$ cat config.mk
export PLATFORM = sky130hd
export DESIGN_NAME = sat_alu
export DESIGN_NICKNAME = d
export VERILOG_FILES = /design/src/rtl/sat_alu.sv
export SDC_FILE = /design/constraint.sdc
export NUM_CORES = 1
export LEC_CHECK = 0
export BUFFER_PORTS_ARGS = -buffer_cell sky130_fd_sc_hd__buf_4
export CAP_MARGIN = 30
export CORE_MARGIN = 10
export CORE_UTILIZATION = 50
export CTS_CLUSTER_DIAMETER = 30
export DETAILED_ROUTE_END_ITERATION = 16
export PLACE_DENSITY_LB_ADDON = 0.05
export SETUP_SLACK_MARGIN = 0.4
export SLEW_MARGIN = 20
export SYNTH_ARGS = -nofsm -noshare
export SYNTH_HDL_FRONTEND = slang
export SYNTH_SLANG_ARGS = --single-unit
export TNS_END_PERCENT = 20
$ cat constraint.sdc
create_clock -name clk -period 1.1 [get_ports clk]
set_input_delay 0.22 -clock clk [delete_from_list [all_inputs] [get_ports clk]]
set_output_delay 0.22 -clock clk [all_outputs]
set_load 0.05 [all_outputs]
$ cat src/rtl/sat_alu.sv
module sat_alu #(
  parameter int WIDTH = 32,
  parameter int IMM_S = 5,
  parameter int IMM_L = 16
) (
  input  logic             clk,
  input  logic             rst_n,
  input  logic             op_valid,
  input  logic [3:0]       op_code,
  input  logic [1:0]       src_mode,
  input  logic [WIDTH-1:0] reg_a,
  input  logic [WIDTH-1:0] reg_b,
  input  logic [IMM_L-1:0] imm,
  input  logic             sat_clr,
  output logic [WIDTH-1:0] result,
  output logic             wr_en,
  output logic             flag_z,
  output logic             flag_s,
  output logic             flag_cy,
  output logic             flag_ov,
  output logic             flag_sat
);
  localparam int MSB = WIDTH - 1;
  localparam logic [3:0] OP_ADD  = 4'd0, OP_SUB  = 4'd1, OP_SUBR = 4'd2, OP_CMP = 4'd3,
                         OP_OR   = 4'd4, OP_AND  = 4'd5, OP_XOR  = 4'd6, OP_NOT = 4'd7,
                         OP_SADD = 4'd8, OP_SSUB = 4'd9, OP_SSBR = 4'd10;
  localparam logic [WIDTH-1:0] MAX_POS = {1'b0, {(WIDTH-1){1'b1}}};
  localparam logic [WIDTH-1:0] MAX_NEG = {1'b1, {(WIDTH-1){1'b0}}};

  logic z_q, s_q, cy_q, ov_q, sat_q;
  logic [WIDTH-1:0] res_q;
  logic wr_q;

  wire is_logic = (op_code >= OP_OR) && (op_code <= OP_NOT);
  wire is_sat   = (op_code >= OP_SADD) && (op_code <= OP_SSBR);
  wire known    = (op_code <= OP_SSBR);
  wire accept   = op_valid && known;

  logic [WIDTH-1:0] opnd;
  always_comb begin
    case (src_mode)
      2'd1:    opnd = {{(WIDTH-IMM_S){imm[IMM_S-1]}}, imm[IMM_S-1:0]};
      2'd2:    opnd = is_logic ? {{(WIDTH-IMM_L){1'b0}}, imm}
                               : {{(WIDTH-IMM_L){imm[IMM_L-1]}}, imm};
      default: opnd = reg_a;
    endcase
  end

  wire [WIDTH:0] sum_w  = {1'b0, reg_b} + {1'b0, opnd};
  wire [WIDTH:0] d_ba_w = {1'b0, reg_b} - {1'b0, opnd};
  wire [WIDTH:0] d_ab_w = {1'b0, opnd} - {1'b0, reg_b};

  logic [WIDTH-1:0] raw, final_r;
  logic n_z, n_s, n_cy, n_ov;
  always_comb begin
    raw  = '0;
    n_cy = cy_q;
    n_ov = 1'b0;
    case (op_code)
      OP_ADD, OP_SADD: begin
        raw  = sum_w[MSB:0];
        n_cy = sum_w[WIDTH];
        n_ov = (opnd[MSB] == reg_b[MSB]) && (raw[MSB] != reg_b[MSB]);
      end
      OP_SUB, OP_CMP, OP_SSUB: begin
        raw  = d_ba_w[MSB:0];
        n_cy = d_ba_w[WIDTH];
        n_ov = (opnd[MSB] != reg_b[MSB]) && (raw[MSB] != reg_b[MSB]);
      end
      OP_SUBR, OP_SSBR: begin
        raw  = d_ab_w[MSB:0];
        n_cy = d_ab_w[WIDTH];
        n_ov = (opnd[MSB] != reg_b[MSB]) && (raw[MSB] != opnd[MSB]);
      end
      OP_OR:   raw = reg_b | opnd;
      OP_AND:  raw = reg_b & opnd;
      OP_XOR:  raw = reg_b ^ opnd;
      OP_NOT:  raw = ~opnd;
      default: raw = '0;
    endcase
    n_z = (raw == '0);
    n_s = raw[MSB] && !(op_code == OP_AND && src_mode == 2'd2);
    final_r = raw;
    if (is_sat && n_ov) final_r = raw[MSB] ? MAX_POS : MAX_NEG;
  end

  always_ff @(posedge clk or negedge rst_n) begin
    if (!rst_n) begin
      res_q <= '0;
      wr_q  <= 1'b0;
      z_q   <= 1'b0;
      s_q   <= 1'b0;
      cy_q  <= 1'b0;
      ov_q  <= 1'b0;
      sat_q <= 1'b0;
    end else begin
      wr_q  <= accept && (op_code != OP_CMP);
      sat_q <= (accept && is_sat && n_ov) || (sat_q && !sat_clr);
      if (accept) begin
        if (op_code != OP_CMP) res_q <= final_r;
        z_q  <= n_z;
        s_q  <= n_s;
        cy_q <= n_cy;
        ov_q <= n_ov;
      end
    end
  end

  assign result   = res_q;
  assign wr_en    = wr_q;
  assign flag_z   = z_q;
  assign flag_s   = s_q;
  assign flag_cy  = cy_q;
  assign flag_ov  = ov_q;
  assign flag_sat = sat_q;

  AST_CMP_NO_WRITE: assert property (@(posedge clk) disable iff (!rst_n)
    (op_valid && op_code == OP_CMP) |=> !wr_en);
  AST_LOGIC_CLEARS_OV: assert property (@(posedge clk) disable iff (!rst_n)
    (op_valid && is_logic) |=> !flag_ov);
  AST_LOGIC_KEEPS_CY: assert property (@(posedge clk) disable iff (!rst_n)
    (op_valid && is_logic) |=> (flag_cy == $past(flag_cy)));
  AST_ANDI_NO_SIGN: assert property (@(posedge clk) disable iff (!rst_n)
    (op_valid && op_code == OP_AND && src_mode == 2'd2) |=> !flag_s);
  AST_SAT_CLAMP: assert property (@(posedge clk) disable iff (!rst_n)
    (op_valid && is_sat) ##1 flag_ov |-> (result == MAX_POS || result == MAX_NEG));
  AST_SAT_ONLY_SAT: assert property (@(posedge clk) disable iff (!rst_n)
    $rose(flag_sat) |-> $past(op_valid && is_sat));
  AST_IDLE_HOLD: assert property (@(posedge clk) disable iff (!rst_n)
    !op_valid |=> (!wr_en && $stable({flag_z, flag_s, flag_cy, flag_ov})));
endmodule

==> impl_metrics.json <==
{
  "core_area_mm2": 0.02089,
  "violations": "hold timing, setup timing",
  "synth.top_cell.area_share_pct": 18.31,
  "antenna_found_initial": 1,
  "synth-edff-count": 0,
  "finalClockSkew_ps": 0,
  "power.internal_uw": 10350,
  "drtPass1Iterations": 8,
  "vias": 15360,
  "path_max_fanout": 17,
  "synthesis.area_mm2": 0.01052,
  "rsz0062_at_grt": "true",
  "finalSetupViolCount": 39,
  "post_drt_wl_per_cell_um": 23.54,
  "grt_max_degree": 39,
  "drv_cap": 0,
  "grt_overflow": 0,
  "gp_congestion": 1.079,
  "clkPwrFrac_pct": 6.9,
  "wl_um": 55860,
  "cts_buffers": 5,
  "worstMarginPinSlew_ps": 538.2,
  "start_kind": "primary input",
  "ys_warn_count": 0,
  "drt_iter0_drc": 2476,
  "synth.area.top_cells": "ha_1, dfrtp_1, a21oi_1",
  "drc": 0,
  "max_slew_margin_pct": 63.74,
  "ys_ff_latch": 38,
  "utilization_pct": 84.30,
  "grt_pass1_vias": 14240,
  "critPathRequiredTime_ps": 1220,
  "ys_seq_area_share_pct": 9.036,
  "layout_worst_path_cycle_share_pct": 372.5,
  "fin_ws_ps": -2997,
  "crit_chain": "buf_8 > ha_4 > buf_6 > a311o_1 > buf_12 > buf_4 > o21ai_2 > inv_2 > ha_1 > nand4_1 > or2_4 > a31o_1 > and2_1 > xnor2_1 > a221o_2 > buf_12 > nor3_4 > buf_12 > a311oi_2",
  "via_per_inst": 6.475,
  "min_period_ps": 4097,
  "grt_pass1_wl_um": 79890,
  "regArea_um2": 950.9,
  "path_clk_slew_ps": 50,
  "whs_ps": -103.2,
  "path_buf_inv": 7,
  "clockRootBuffer": "clkbuf_16",
  "synthTopCellsByCount": "ha_1, a21oi_1, nor2_1, nand2_1, o21ai_0",
  "combPwrFrac_pct": 83.1,
  "status": "complete, but fails checks",
  "critical_path_class": "in2reg",
  "power.leakage_uw": 0.008306,
  "hpwl_um": 40680,
  "cp.arrival_ps": 4220,
  "yosysTopAreaCell": "ha_1",
  "holdCritPathClass": "in2async",
  "design.die.area_mm2": 0.02725,
  "ff2ff_setup_slack_ps": 220,
  "grtUsageTotal_pct": 37.01,
  "clock-sinks": 38,
  "die_w_um": 165.1,
  "fillers": 1249,
  "row_count": 53,
  "drive_gt1_share_pct": 47.04,
  "synthDistinctLibCells": 94,
  "r2r_start": "flag_sat",
  "critPathCaptureType": "flop",
  "clock_latency_ps": 280,
  "cp_top_family": "compound AO/OA/AOI/OAI gates",
  "max_stage_delay_ps": 450,
  "reg2reg_depth": 2,
  "max_freq_ghz": 0.2441,
  "post-place-ws_ps": -3463,
  "max-vdd-ir-drop_mv": 0.7135,
  "n_antenna_cell": 0,
  "power_uw": 20440,
  "avgSynthCellArea_um2": 7.208,
  "rr_endpoint": "flag_sat",
  "synth_nets": 1707,
  "syn_inst": 1460,
  "fp.dieH_um": 165.1,
  "yosysMostFrequentCell": "ha_1",
  "area_growth_pct": 67.33,
  "slowest_stage": "a221o_2",
  "fin_setup_tns_ps": -108940,
  "cts_tree": "yes",
  "async_flop_share_pct": 100.0,
  "ant_nets": 0,
  "multi_input_area_mm2": 0.009911,
  "nets": 2346,
  "initial_utilization_pct": 50.38,
  "cts_max_level": 2,
  "power.density_mw_per_mm2": 1161,
  "cpMostUsedCell": "buf_12",
  "pwr-share-seq_pct": 10.1,
  "numPortBuffers": 127,
  "cts_buffer_depth": 2,
  "slew_viol_final": 0,
  "hold_violations": 38,
  "synthFlopType": "dfrtp_1",
  "p_switching_uw": 10090,
  "ios": 128,
  "p_sw_share_pct": 49.35
}
-- registers in the layout (all words and copies together) (netlist names) --
| register | count |
|---|---|
| wr_en | 1 |
| flag_s | 1 |
| flag_z | 1 |
| flag_ov | 1 |
| flag_cy | 1 |
| result | 32 |
| flag_sat | 1 |
-- placed cells by master, fill, tap and decap left out, drive strengths merged, types with 21 or more instances in the layout --
master / instances
buf: 731
ha: 154
a21oi: 152
nor2: 125
nand2: 118
o21ai: 112
inv: 103
dfrtp: 38
nand3: 38
nor3: 32
nand4: 30
a211oi: 30
a21o: 26
xnor2: 25
o21a: 23
o22ai: 22
nor2b: 21
-- worst max path at each step --
| stage | startpoint | to | slack [ps] | depth (start not counted) |
|---|---|---|---|---|
| global route | src_mode[0] | result[12] | -3070 | 23 |
| detailed placement | src_mode[1] | flag_z | -3460 | 21 |
| finish | src_mode[1] | result[12] | -3000 | 19 |
| CTS | src_mode[0] | flag_z | -2790 | 21 |
| floorplan | op_code[3] | result[2] | -2700 | 18 |
| global placement | src_mode[0] | flag_z | -3370 | 19 |
-- per-layer routing --
layer	routed length, um	vias to the layer above	GRT usage (%)
met1	21410	7155	48.40
li1	-	6629	-
met5	13	-	0
met3	6817	316	7.511
met2	24640	1262	58.17
met4	2982	2	15.26
-- final cells by class --
class / count / share of cell area [%]
clock buffers: 6 / 0.7887
inverters: 105 / 2.267
multi-input cells: 1218 / 56.28
flip-flops and latches: 38 / 5.400
well taps: 275 / 1.954
repair buffers: 731 / 33.31
-- power groups by stage --
stage                     Sequential [uW]  Combinational, uW  Clock (uW)
after global placement               1940              14200           0
after detailed placement             1960              14400           0
final                                2060              17000        1410
after global routing                 2070              17700        1470
after CTS                            2010              15400        1380
after floorplan                      3110               6620           0
-- logic make-up after synthesis --
group | share of synthesized area, %
AOI/OAI and AO/OA | 34.92
xor gates and xnor gates | 3.662
adders and majority gates | 18.88
buffers and inverters | 8.215
DFF | 9.036
muxes | 3.448
and+or+nand+nor | 21.84
-- per-stage QoR --
stage          cells  cell area, um2  hold slack, ps
2_1_floorplan   1460           10810          -75.59
3_3_place_gp    2328           15920           200.5
3_5_place_dp    2328           15920           198.5
4_1_cts         2352           16970          -86.63
5_1_grt         2373           17610          -65.07
6_report        2373           17610          -103.2
-- timing repair --
item	4_1_cts	5_1_grt
cloned	1	0
hold endpoints to repair	38	38
buffers inserted	17	21
resized for setup	170	113
pin swaps	39	55
endpoints found under the setup margin	76	76
No activity file was read; power rests on OpenSTA's default activity.
